==> config.mk <==
export PLATFORM = sky130hd
export DESIGN_NAME = zc_vol_ctrl
export DESIGN_NICKNAME = d
export VERILOG_FILES = /design/src/rtl/zc_pkg.sv /design/src/rtl/zc_frame_timer.sv /design/src/rtl/zc_silence_det.sv /design/src/rtl/zc_chan_ctrl.sv /design/src/rtl/zc_vol_ctrl.sv
export SDC_FILE = /design/constraint.sdc
export NUM_CORES = 1
export LEC_CHECK = 0
export ABC_AREA = 1
export ABC_CLOCK_PERIOD_IN_PS = 3400
export BUFFER_PORTS_ARGS = -buffer_cell sky130_fd_sc_hd__buf_2
export CAP_MARGIN = 20
export CORE_MARGIN = 1
export CORE_UTILIZATION = 46
export DETAILED_ROUTE_END_ITERATION = 8
export PLACE_DENSITY = 0.74
export SYNTH_ARGS = -nofsm -noshare
export SYNTH_HDL_FRONTEND = slang
export SYNTH_SLANG_ARGS = --single-unit
==> constraint.sdc <==
create_clock -name clk -period 3.4 [get_ports clk]
set_clock_uncertainty 0.1 [all_clocks]
set_input_delay 0.68 -clock clk [delete_from_list [all_inputs] [get_ports clk]]
set_output_delay 0.68 -clock clk [all_outputs]
set_load 0.02 [all_outputs]
==> src/rtl/zc_pkg.sv <==
// Package: shared widths and the setting record used by the volume controller.
// Assumes six-channel operation is the common case; widths are overridable
// at the top through parameters that must agree with these defaults.
package zc_pkg;
    localparam int ATT_W     = 7;
    localparam int ATT_MAX   = 85;
    localparam int TICK_W    = 9;

    // One channel's setting: attenuation code and mute.
    typedef struct packed {
        logic [ATT_W-1:0] att;
        logic             mute;
    } zc_setting_t;
endpackage

==> src/rtl/zc_frame_timer.sv <==
// Module: free-running frame counter producing a tick every 2**TICK_W frames.
// Assumes frame_stb is a single-cycle pulse. The tick is combinational and
// coincides with the strobe at which the counter holds its top value.
module zc_frame_timer #(
    parameter int TICK_W = 9
) (
    input  logic clk,
    input  logic rst_n,
    input  logic frame_stb,
    output logic tick
);
    localparam logic [TICK_W-1:0] TOP = {TICK_W{1'b1}};

    logic [TICK_W-1:0] cnt;

    // Tick on the strobe that wraps the counter.
    always_comb tick = frame_stb && (cnt == TOP);

    // Count frames from reset.
    always_ff @(posedge clk) begin
        if (!rst_n)         cnt <= '0;
        else if (frame_stb) cnt <= cnt + 1'b1;
    end

    AST_TICK_WRAPS: assert property (@(posedge clk) disable iff (!rst_n)
        tick |=> (cnt == '0));
endmodule

==> src/rtl/zc_silence_det.sv <==
// Module: detects a long run of frames where every channel carries 0 or -1.
// Assumes samples are presented together and qualified by frame_stb.
// Raises the mute on the strobe of the LIMIT-th silent frame; any other
// frame clears it at once.
module zc_silence_det #(
    parameter int NCH   = 6,
    parameter int SMP_W = 20,
    parameter int LIMIT = 512
) (
    input  logic                 clk,
    input  logic                 rst_n,
    input  logic                 frame_stb,
    input  logic [NCH*SMP_W-1:0] samples,
    input  logic                 enable,
    output logic                 auto_mute
);
    localparam int CW = (LIMIT > 1) ? $clog2(LIMIT) : 1;
    localparam logic [CW-1:0] LAST = CW'(LIMIT - 1);

    logic          silent;
    logic [CW-1:0] run_cnt;
    logic          mute_q;

    // Frame is silent when each channel is all zeros or all ones.
    always_comb begin
        silent = 1'b1;
        for (int i = 0; i < NCH; i++) begin
            if (!((samples[i*SMP_W +: SMP_W] == '0) ||
                  (samples[i*SMP_W +: SMP_W] == {SMP_W{1'b1}})))
                silent = 1'b0;
        end
    end

    // Count silent frames, saturate at the limit, clear on signal.
    always_ff @(posedge clk) begin
        if (!rst_n) begin
            run_cnt <= '0;
            mute_q  <= 1'b0;
        end else if (frame_stb) begin
            if (!silent) begin
                run_cnt <= '0;
                mute_q  <= 1'b0;
            end else if (run_cnt == LAST) begin
                mute_q  <= 1'b1;
            end else begin
                run_cnt <= run_cnt + 1'b1;
            end
        end
    end

    // Enable gates the output only.
    always_comb auto_mute = mute_q && enable;

    AST_SIGNAL_RELEASES: assert property (@(posedge clk) disable iff (!rst_n)
        (frame_stb && !silent) |=> !auto_mute);
    AST_DISABLED_QUIET: assert property (@(posedge clk) disable iff (!rst_n)
        !enable |-> !auto_mute);
endmodule

==> src/rtl/zc_chan_ctrl.sv <==
// Module: one channel's pending-setting logic. Holds a requested setting
// until a zero crossing, a second timer tick, or the bypass applies it.
// Assumes tick and frame_stb come from the shared frame timer and strobe.
module zc_chan_ctrl
    import zc_pkg::*;
#(
    parameter int SMP_W   = 20,
    parameter int ATT_MAX = zc_pkg::ATT_MAX
) (
    input  logic             clk,
    input  logic             rst_n,
    input  logic             frame_stb,
    input  logic [SMP_W-1:0] sample,
    input  logic             tick,
    input  logic             wr,
    input  logic [ATT_W-1:0] req_att,
    input  logic             req_mute,
    input  logic             zc_dis,
    output logic [ATT_W-1:0] act_att,
    output logic             act_mute,
    output logic             pend
);
    localparam logic [ATT_W-1:0] CAP = ATT_W'(ATT_MAX);

    zc_setting_t active_q, pend_q, req_s;
    logic        prev_neg;
    logic        tick_seen;
    logic        zc;
    logic        apply;

    // Saturate the requested code.
    always_comb begin
        req_s.att  = (req_att > CAP) ? CAP : req_att;
        req_s.mute = req_mute;
    end

    // Crossing: exact zero or sign flip on a frame strobe.
    always_comb zc = frame_stb &&
                     ((sample == '0) || (sample[SMP_W-1] != prev_neg));

    // Pending setting becomes active on any applying event.
    always_comb apply = pend && (zc_dis || zc || (tick && tick_seen));

    // Remember sign of the last frame's sample.
    always_ff @(posedge clk) begin
        if (!rst_n)         prev_neg <= 1'b0;
        else if (frame_stb) prev_neg <= sample[SMP_W-1];
    end

    // Accept writes, apply pending settings, track timeout ticks.
    always_ff @(posedge clk) begin
        if (!rst_n) begin
            active_q  <= '0;
            pend_q    <= '0;
            pend      <= 1'b0;
            tick_seen <= 1'b0;
        end else if (wr) begin
            pend_q <= req_s;
            if (zc_dis) begin
                active_q  <= req_s;
                pend      <= 1'b0;
                tick_seen <= 1'b0;
            end else begin
                pend      <= 1'b1;
                tick_seen <= pend && (tick_seen || tick);
            end
        end else if (apply) begin
            active_q  <= pend_q;
            pend      <= 1'b0;
            tick_seen <= 1'b0;
        end else if (pend && tick) begin
            tick_seen <= 1'b1;
        end
    end

    always_comb begin
        act_att  = active_q.att;
        act_mute = active_q.mute;
    end

    AST_WRITE_PENDS: assert property (@(posedge clk) disable iff (!rst_n)
        (wr && !zc_dis) |=> pend);
    AST_BYPASS_NOW: assert property (@(posedge clk) disable iff (!rst_n)
        (wr && zc_dis) |=> !pend);
    AST_HOLD_WITHOUT_EVENT: assert property (@(posedge clk) disable iff (!rst_n)
        (!wr && !frame_stb && !zc_dis) |=> ($stable(act_att) && $stable(act_mute)));
    AST_ATT_IN_RANGE: assert property (@(posedge clk) disable iff (!rst_n)
        act_att <= CAP);
endmodule

==> src/rtl/zc_vol_ctrl.sv <==
// Module: six-channel zero-cross gated attenuation and mute controller.
// Assumes samples and frame_stb are synchronous to clk and that writes are
// single-cycle strobes per channel. Combines per-channel pending logic, a
// shared frame timer and a silence auto-mute.
module zc_vol_ctrl #(
    parameter int NCH     = 6,
    parameter int SMP_W   = 20,
    parameter int ATT_W   = zc_pkg::ATT_W,
    parameter int ATT_MAX = zc_pkg::ATT_MAX,
    parameter int TICK_W  = zc_pkg::TICK_W,
    parameter int SIL_LEN = 512
) (
    input  logic                 clk,
    input  logic                 rst_n,
    input  logic                 frame_stb,
    input  logic [NCH*SMP_W-1:0] samples,
    input  logic [NCH-1:0]       req_wr,
    input  logic [NCH*ATT_W-1:0] req_att,
    input  logic [NCH-1:0]       req_mute,
    input  logic                 zc_disable,
    input  logic                 automute_en,
    output logic [NCH*ATT_W-1:0] act_att,
    output logic [NCH-1:0]       act_mute,
    output logic [NCH-1:0]       accept,
    output logic [NCH-1:0]       out_mute,
    output logic                 auto_mute
);
    logic tick;

    zc_frame_timer #(.TICK_W(TICK_W)) u_timer (
        .clk       (clk),
        .rst_n     (rst_n),
        .frame_stb (frame_stb),
        .tick      (tick)
    );

    zc_silence_det #(.NCH(NCH), .SMP_W(SMP_W), .LIMIT(SIL_LEN)) u_silence (
        .clk       (clk),
        .rst_n     (rst_n),
        .frame_stb (frame_stb),
        .samples   (samples),
        .enable    (automute_en),
        .auto_mute (auto_mute)
    );

    for (genvar g = 0; g < NCH; g++) begin : g_chan
        zc_chan_ctrl #(.SMP_W(SMP_W), .ATT_MAX(ATT_MAX)) u_chan (
            .clk       (clk),
            .rst_n     (rst_n),
            .frame_stb (frame_stb),
            .sample    (samples[g*SMP_W +: SMP_W]),
            .tick      (tick),
            .wr        (req_wr[g]),
            .req_att   (req_att[g*ATT_W +: ATT_W]),
            .req_mute  (req_mute[g]),
            .zc_dis    (zc_disable),
            .act_att   (act_att[g*ATT_W +: ATT_W]),
            .act_mute  (act_mute[g]),
            .pend      (accept[g])
        );
    end

    // Auto-mute silences every output on top of each channel's own mute.
    always_comb out_mute = act_mute | {NCH{auto_mute}};

    AST_AUTO_MUTES_ALL: assert property (@(posedge clk) disable iff (!rst_n)
        auto_mute |-> (&out_mute));
endmodule

# Word level (Yosys, flattened, before mapping)
# Cells that the tools add are included.
# totals
reg_bits	133
# op_classes
add_sub_neg	2
magnitude_cmp	6
n_eq_ne	22
n_mux	71
bitwise_logic	1
n_reduce_logical	88
# op_table
operator	count
$mux W8	18
$eq A20 B20 Y1 const B	6
$logic_not A20 Y1	6
$mux W1	45
$gt A7 B7 Y1 const B	6
$mux W7	6
$logic_and A1 B1 Y1	32
$logic_or A1 B1 Y1	30
$add A9 B1 Y9 const B	2
$eq A9 B9 Y1 const B	2
$mux W9	2
$reduce_bool A3 Y1	6
$reduce_and A2 Y1	8
$ne A2 B1 Y1 const B	6
$reduce_bool A2 Y1	6
$ne A1 B1 Y1	6
$or A6 B6 Y6	1
$ne A2 B2 Y1 const B	2

# Longest topological paths before layout
# Gate-level depths: netlist (run 1).
# logic_depth
depth_word	10
depth_mapped	16

# Hierarchy
# A second synthesis (run 1) with hierarchy kept.
# unflattened
cells_unflattened	1142
hier_area_um2	7372.1
# by_module_without_submodules
mod	n_inst	cells_each	area_per_inst_um2	seq_area_each_um2
zc_chan_ctrl	6	130	908.4	380.4
zc_silence_det	1	284	1421.4	200.2
zc_frame_timer	1	65	451.7	180.2
zc_vol_ctrl	1	13	48.8	0.0

# Worst setup path after synthesis (run 1)
# No wires, ideal clock.
# synth_path
kind	input-to-output
from	input automute_en
to	output out_mute[0]
arrival_time_ps	1201
t_required_ps	2620
setup_slack_ps	1419
path_stages	3
n_path_buf	0
path_cell_list	nand2_1 > inv_1 > or2_2
# synth_via
elab_chain_cells	2
# synth_rtl
item	line_no	text
from (decl)	zc_vol_ctrl.sv:21	input logic automute_en,
$logic_and A1 B1 Y1	zc_silence_det.sv:52	always_comb auto_mute = mute_q && enable;
named net auto_mute	zc_vol_ctrl.sv:26	output logic auto_mute
$or A6 B6 Y6	zc_vol_ctrl.sv:64	always_comb out_mute = act_mute | {NCH{auto_mute}};
to (decl)	zc_vol_ctrl.sv:25	output logic [NCH-1:0] out_mute,
# The timed path passes the listed nets, and every way through them passes these cells.

# Final worst setup path (run 1)
# layout_path
from	register u_timer.cnt[0]
to	register g_chan[0].u_chan.active_q, in the netlist g_chan[0].u_chan.act_att[0]
# layout_via
elab_chain_cells	7
# layout_rtl
item	line_no	text
from (decl)	zc_frame_timer.sv:14	logic [TICK_W-1:0] cnt;
from (signal assigned)	zc_frame_timer.sv:22	else if (frame_stb) cnt <= cnt + 1'b1;
$eq A9 B9 Y1	zc_frame_timer.sv:17	always_comb tick = frame_stb && (cnt == TOP);
$logic_and A1 B1 Y1	zc_frame_timer.sv:17	
$logic_and A1 B1 Y1	zc_chan_ctrl.sv:42	always_comb apply = pend && (zc_dis || zc || (tick && tick_seen));
$logic_or A1 B1 Y1	zc_chan_ctrl.sv:42	
$logic_and A1 B1 Y1	zc_chan_ctrl.sv:42	
$reduce_bool A2 Y1 (no line)	n/a	
$reduce_and A2 Y1 (no line)	n/a	
to (signal assigned)	zc_chan_ctrl.sv:60	active_q <= req_s;
to (signal assigned)	zc_chan_ctrl.sv:68	active_q <= pend_q;
to (decl)	zc_chan_ctrl.sv:25	zc_setting_t active_q, pend_q, req_s;
# No other way between the ends.
# A chain may end at the register's enable or synchronous reset.

==> qor.txt, run 1 <==
vias per inst -> 4.87
Synth Instances -> 1,006
hold_ws -> 376 ps
post-cts sizing count -> 0
net count reported at finish -> 1,411
dpl cell area -> 7890 um^2
Tightest Pin Transition -> 784 ps
diodes inserted -> 0
number of synthesized flops with an enable pin -> 0
combinational share of power -> 0.155
design area -> 8450 um^2
Switching Fraction -> 0.274
Worst setup SP type -> register
syn_nets -> 1,189
Final Setup Violations -> 0
PwrDens -> 483 nW/um^2
Worst setup EP type -> register
Flop pwr share -> 0.419
Final Hold Fails -> 0
grt ovf -> 0
ratio of final minimum period to clock period -> 0.729
row cnt -> 43
first-pass GRT wire length -> 28.4 mm
Sw Pwr -> 0.00112 W
Crit Path Max Fanout -> 11
Root Buffer -> clkbuf_16
mapped cell area -> 6660 um^2
I/O Pins -> 240
gr usage total -> 0.237
Int Power -> 0.00296 W
post-DP HPWL -> 13.0 mm
status -> complete, no violations
Vias -> 6,918
share of cells above drive strength 1 -> 0.253
RSZ-0062 raised after global routing -> false
routed len/inst -> 12.1 um
clock buffer depth -> 2
number of CTS-inserted buffers -> 17
die width -> 122 um
TritonCTS clock tree -> built
Max Cap Viol -> 0
clk_lat worst skew -> 410 ps
fmax -> 403 MHz
HP Class -> register to register
synth unique cells -> 39
CP required -> 3600 ps
Die Span Y -> 122 um
clock sinks -> 133
vias in the first global route -> 6,408
DR pass1 iterations -> 6
total negative slack -> 0 ps
# hold bufs at CTS -> 0
Synth-to-Final Area Change -> 26.9%
main flop type after synthesis -> dfxtp_1
Port Buffers -> 239
antenna violations before repair -> 0
die area -> 15,000 um^2
Final ANT Viol Nets -> 0
worst relative slew slack -> 0.477
detailed router's first-iteration violation count -> 439
Final GP Congestion -> 0.819
Max H-tree Level -> 4
Crit Path Class -> register to register
clk slew on worst S/H paths -> 60 ps
synthesized flop and latch total -> 133
DRC viols -> 0
core outline area -> 14,000 um^2
Leak -> 4.14 nW
fraction of registers with async set/reset -> 0
Ys Warns -> 0
Synth Area per Inst -> 6.62 um^2
Initial Utilization -> 0.476
worst ir drop on vdd -> 0.372 mV
Setup Buffers After CTS -> 0
Period minus WS final -> 2480 ps
Clock power frac -> 0.427
count of pins over their slew limit -> 0
largest net degree at the start of global routing -> 79
CP arrival -> 2680 ps
sequential share of the synthesized area -> 0.400
final WL -> 17.2 mm
[worst max-delay path: stages (launching register included)]
cell	delay [ps]
dfxtp_1	350
ha_1	190
nand3_1	80
nor3_1	160
ha_1	210
nand2_2	140
inv_2	210
nand2_1	70
nand2_1	60
inv_1	40
nand2_1	70
nand3_1	60
o21ai_1	380
nand2_1	110
nand2_1	90
nor2_1	50
[stage by stage]
step | utilization | power, W | setup WS, ps | instances
2_1_floorplan | - | 0.00213 | 1420 | 1006
3_3_place_gp | 0.564 | 0.00236 | 818 | 1389
3_5_place_dp | 0.564 | 0.00237 | 684 | 1389
4_1_cts | 0.604 | 0.00411 | 892 | 1420
6_report | 0.604 | 0.00408 | 921 | 1420
5_1_grt | 0.604 | 0.00427 | 552 | 1420
[cell usage in the layout, fill, tap and decap left out, drive strengths merged, types with 4 or more instances in the layout]
master    Yosys  layout
a21boi        4       4
mux2i         4       4
nor3          6       6
a22oi         6       6
a21oi        33      33
clkbuf       12      20
clkinv        4       7
nor2        301     301
clkinvlp      0       4
nand2       198     198
nand3b        6       6
inv          87      90
xnor2         7       7
ha            4       4
o211ai        9       9
nand3        46      46
o21ai        65      65
dfxtp       133     133
a31oi        12      12
buf          26     241
nand4        16      16
or2          14      14
[metal layers]
metal	part of all wire	vias up	GRT usage
met3	0.058	30	0.0599
met5	0	-	0
li1	-	3634	-
met4	0.020	0	0.0861
met1	0.46	3077	0.298
met2	0.46	177	0.390
[cell usage after synthesis, drive strengths merged, types with 6 or more instances]
cell    number  area [um^2]
a31oi       12         75.1
o21ai       65          325
nor3         6         30.0
a22oi        6         45.0
nand4       16          100
inv         87          327
o211ai       9         67.6
xnor2        7         61.3
nand3b       6         45.0
nand3       46          273
nand2      198          781
a21oi       33          188
dfxtp      133         2660
clkbuf      12         45.0
or2         14         87.6
buf         26          166
nor2       301         1150
[state kept, by name, summed over array words and instances (netlist names)]
name,flops
u_silence.mute_q,1
u_silence.run_cnt,9
g_chan.u_chan.tick_seen,6
g_chan.u_chan.act_mute,6
g_chan.u_chan.pend_q,48
g_chan.u_chan.prev_neg,6
u_timer.cnt,9
g_chan.u_chan.act_att,42
g_chan.u_chan.pend,6
[worst paths after layout]
kind | slack (ps) | endpoint | cells past startpoint | start
worst max-delay path | 920 | g_chan[0].u_chan.act_att[0] | 15 | u_timer.cnt[0]
worst min-delay path | 380 | g_chan[5].u_chan.pend_q[0] | 2 | g_chan[5].u_chan.pend_q[0]
worst max register to register | 920 | g_chan[0].u_chan.act_att[0] | 15 | u_timer.cnt[0]
worst min register to register | 380 | g_chan[5].u_chan.pend_q[0] | 2 | g_chan[5].u_chan.pend_q[0]
[cell type report]
class | count | area [um^2]
Clock inverter | 11 | 101
Inverter | 91 | 342
Timing Repair Buffer | 241 | 1210
Tap cell | 180 | 225
Clock buffer | 20 | 467
Fill cell | 1371 | 5530
Multi-Input combinational cell | 744 | 3450
Sequential cell | 133 | 2660
[cell families (layout without fill, tap and decap cells)]
group	after synthesis	after routing	share of synthesized area
compound gates	136	136	0.117
xor+xnor	10	10	0.0131
buf+inv	129	363	0.0830
fa+ha+maj	4	4	0.00751
mux	4	4	0.00601
flops	133	133	0.400
simple gates	590	590	0.373
[power groups by stage]
stage | logic [W] | registers [W] | clock network [W]
6_report | 0.000631 | 0.00171 | 0.00174
5_1_grt | 0.000716 | 0.00172 | 0.00184
4_1_cts | 0.000635 | 0.00171 | 0.00176
3_5_place_dp | 0.000631 | 0.00174 | 0
3_3_place_gp | 0.000620 | 0.00174 | 0
2_1_floorplan | 0.000342 | 0.00179 | 0
Power figures use the tool's default switching activity.
==> run 2, diff against run 1 <==
ABC_AREA = 0   (was 1)
ABC_CLOCK_PERIOD_IN_PS = 2600   (was 3400)
clock period = 2.6 ns   (was 3.4 ns; I/O delays follow)
==> run 2 against run 1 <==
Net effect: wire length down 3.0%; first-iteration DRC count is 28% lower; worst setup slack worse by 760 ps; die area down 2.9%; clock power rose by 28%; total power increased by 25%; sequential power rose by 27%; hold slack worse by 100 ps; final cell count is 20% lower; sequential share of layout area grew 0.42 points; sequential cell count is the same; largest cell class unchanged; largest power group unchanged.
==> qor.txt, run 2 <==
routed len/inst -> 14.7 um (was 12.1 um)
Largest regs -> g_chan.u_chan.pend_q (48), g_chan.u_chan.act_att (42) (unchanged)
post-synth top area cell -> dfxtp_1 (unchanged)
clk slew on worst S/H paths -> 50 ps (was 60 ps)
Final Setup Violations -> 0 (unchanged)
commonest non-fill, non-tap cell in the layout -> buf_2 (was nor2_1)
final WL -> 16.7 mm (was 17.2 mm)
critical path's most frequent cell -> ha_1 (was nand2_1)
Hold Path Sink -> g_chan[5].u_chan.pend_q[1] (was g_chan[5].u_chan.pend_q[0])
# fillers -> 1,202 (was 1,371)
Max Cap Viol -> 0 (unchanged)
Multi-input gate area -> 3450 um^2 (about the same)
reg2reg end -> g_chan[4].u_chan.act_att[6] (was g_chan[0].u_chan.act_att[0])
hold path start -> req_att[35] (was g_chan[5].u_chan.pend_q[0])
fmax -> 409 MHz (was 403 MHz)
post-cts sizing count -> 0 (unchanged)
synth unique cells -> 53 (was 39)
Tightest Pin Transition -> 520 ps (was 784 ps)
max reg flops -> 48 (unchanged)
die width -> 121 um (was 122 um)
CP max-delay cell -> dfxtp_1 (was o21ai_1)
most common cell in the synthesized netlist -> dfxtp_1 (was nor2_1)
grt ovf -> 0 (unchanged)
CP required -> 2800 ps (was 3600 ps)
setup slack, reg-to-reg -> 160 ps (was 920 ps)
Synth-to-Final Area Change -> 29.1% (was 26.9%)
net count reported at finish -> 1,132 (was 1,411)
sequential share of the synthesized area -> 0.412 (was 0.400)
total negative slack -> 0 ps (unchanged)
Period minus WS final -> 2440 ps (was 2480 ps)
worst reg2reg path depth -> 9 (was 15)
Hold Path Cell Cnt -> 3 (was 2)
CP arrival -> 2650 ps (was 2680 ps)
clk_lat worst skew -> 420 ps (was 410 ps)
share of cells above drive strength 1 -> 0.345 (was 0.253)
dpl cell area -> 7790 um^2 (was 7890 um^2)
# placed instances -> 1,106 (was 1,389)
Max H-tree Level -> 4 (unchanged)
Port Buffers -> 239 (unchanged)
gr usage total -> 0.235 (was 0.237)
Leak -> 3.77 nW (was 4.14 nW)
row cnt -> 42 (was 43)
Worst setup SP type -> register (unchanged)
top post-synthesis cells by area -> dfxtp_1, mux2_4, nand4_1 (was dfxtp_1, nor2_1, nand2_1)
first-pass GRT wire length -> 26.8 mm (was 28.4 mm)
Final GP Congestion -> 0.877 (was 0.819)
antenna violations before repair -> 0 (unchanged)
post-DP HPWL -> 12.5 mm (was 13.0 mm)
Ys Warns -> 0 (unchanged)
syn_nets -> 903 (was 1,189)
design area -> 8340 um^2 (was 8450 um^2)
DRC viols -> 0 (unchanged)
Worst setup EP type -> register (unchanged)
Synth Instances -> 720 (was 1,006)
worst ir drop on vdd -> 0.486 mV (was 0.372 mV)
detailed router's first-iteration violation count -> 318 (was 439)
Vias -> 6,080 (was 6,918)
largest net degree at the start of global routing -> 48 (was 79)
register with the most flip-flops -> g_chan.u_chan.pend_q (unchanged)
ratio of final minimum period to clock period -> 0.939 (was 0.729)
vias in the first global route -> 5,670 (was 6,408)
fin cells -> 1,138 (was 1,420)
diodes inserted -> 0 (unchanged)
Die Span Y -> 121 um (was 122 um)
top cells by count, synth -> dfxtp_1, nand2_1, nand4_1, and2_1, a21oi_1 (was nor2_1, nand2_1, dfxtp_1, inv_1, o21ai_0)
Root Buffer -> clkbuf_16 (unchanged)
main flop type after synthesis -> dfxtp_1 (unchanged)
CP Cell Sequence -> ha_1 -> nand3_1 -> nor2_1 -> ha_1 -> a21oi_1 -> a211oi_1 -> o22a_1 -> buf_12 -> mux2_1 (was ha_1 -> nand3_1 -> nor3_1 -> ha_1 -> nand2_2 -> inv_2 -> nand2_1 -> nand2_1 -> inv_1 -> nand2_1 -> nand3_1 -> o21ai_1 -> nand2_1 -> nand2_1 -> nor2_1)
core outline area -> 13,500 um^2 (was 14,000 um^2)
worst relative slew slack -> 0.652 (was 0.477)
clock buffer depth -> 2 (unchanged)
post-layout util -> 0.620 (was 0.604)
reg-to-reg critical path startpoint -> u_timer.cnt[0] (unchanged)
Crit Path Class -> register to register (unchanged)
TritonCTS clock tree -> built (unchanged)
synthesized flop and latch total -> 133 (unchanged)
# hold bufs at CTS -> 0 (unchanged)
total power -> 0.00511 W (was 0.00408 W)
DR pass1 iterations -> 4 (was 6)
Buf/Inv on CP -> 1 (was 2)
Synth Area per Inst -> 8.98 um^2 (was 6.62 um^2)
I/O Pins -> 240 (unchanged)
number of CTS-inserted buffers -> 17 (unchanged)
fraction of registers with async set/reset -> 0 (unchanged)
Crit Path Max Fanout -> 9 (was 11)
vias per inst -> 5.34 (was 4.87)
clock sinks -> 133 (unchanged)
Final ANT Viol Nets -> 0 (unchanged)
most frequent cells in the layout -> buf_2, dfxtp_1, nand2_1 (was nor2_1, buf_2, nand2_1)
RSZ-0062 raised after global routing -> false (unchanged)
Final Hold Fails -> 0 (unchanged)
Top delay family on crit path -> compound AO/OA/AOI/OAI gates (was simple AND/OR/NAND/NOR gates)
biggest cell delay along the critical path -> 360 ps (was 380 ps)
mapped cell area -> 6460 um^2 (was 6660 um^2)
PwrDens -> 612 nW/um^2 (was 483 nW/um^2)
count of pins over their slew limit -> 0 (unchanged)
Setup Buffers After CTS -> 0 (unchanged)
die area -> 14,500 um^2 (was 15,000 um^2)
number of synthesized flops with an enable pin -> 0 (unchanged)
status -> complete, no violations (unchanged)
register area -> 2660 um^2 (unchanged)
Initial Utilization -> 0.481 (was 0.476)
HP Class -> input pin to register (was register to register)
post-synth top area share -> 0.412 (was 0.400)
run 2: cell count changes after synthesis, sizes merged, moves of 14 or more:
cell and delta:
nor2 -253, nand2 -146, inv -65, and2 +44
mux2 +44, nand4 +33, nor4 +33, o21ai -30
mux2i +21, nand3 -21, a21oi +16, or2 -14
run 2: kinds of logic after synthesis:
group | after synthesis | share of synthesized area
compound gates | 134 | 0.133
xor+xnor | 11 | 0.0149
fa+ha+maj | 4 | 0.00774
buf+inv | 69 | 0.0540
flops | 133 | 0.412
mux | 69 | 0.128
simple gates | 300 | 0.250
run 2: worst min-delay path, stage by stage:
cell     delay, ps
buf_2           90
inv_1           40
a31oi_1         90
run 2: layer usage:
layer | vias up | global-route usage | part of all wire | wire length [um]
li1 | 3057 | - | - | -
met1 | 2800 | 0.307 | 0.47 | 7910
met2 | 189 | 0.369 | 0.44 | 7400
met3 | 34 | 0.0623 | 0.065 | 1080
met4 | 0 | 0.0910 | 0.019 | 317
met5 | - | 0 | 0 | 0
run 2: stage by stage:
| step | setup WS, ps | hold WS (ps) |
|---|---|---|
| after floorplan | 507 | 338 |
| after global placement | 185 | 343 |
| after detailed placement | 154 | 354 |
| after CTS | 152 | 261 |
| after global routing | 22.7 | 289 |
| final | 157 | 274 |
run 2: worst max path at each step:
stage,slack (ps),depth (start not counted),from,to
final,160,9,u_timer.cnt[0],g_chan[4].u_chan.act_att[6]
after global routing,20,9,u_timer.cnt[0],g_chan[4].u_chan.act_att[3]
after CTS,150,9,u_timer.cnt[0],g_chan[4].u_chan.act_att[2]
after detailed placement,150,7,samples[115],g_chan[5].u_chan.act_att[4]
after global placement,190,7,samples[111],g_chan[5].u_chan.act_mute
after floorplan,510,9,u_timer.cnt[0],g_chan[4].u_chan.act_att[0]
run 2: report_power, final:
part	total [W]	leakage (nW)	internal, W	switching (W)
registers	0.00218	1.09	0.00214	0.0000420
clock network	0.00223	0.262	0.00138	0.000851
logic	0.000692	2.42	0.000312	0.000380
total	0.00511	3.77	0.00384	0.00127
run 2: cell type report:
class | instances | area share
well taps | 176 | 0.0264
clock buffers | 24 | 0.0577
multi-input cells | 518 | 0.414
repair buffers | 257 | 0.164
flip-flops and latches | 133 | 0.319
inverters | 22 | 0.00990
clock inverters | 8 | 0.00900
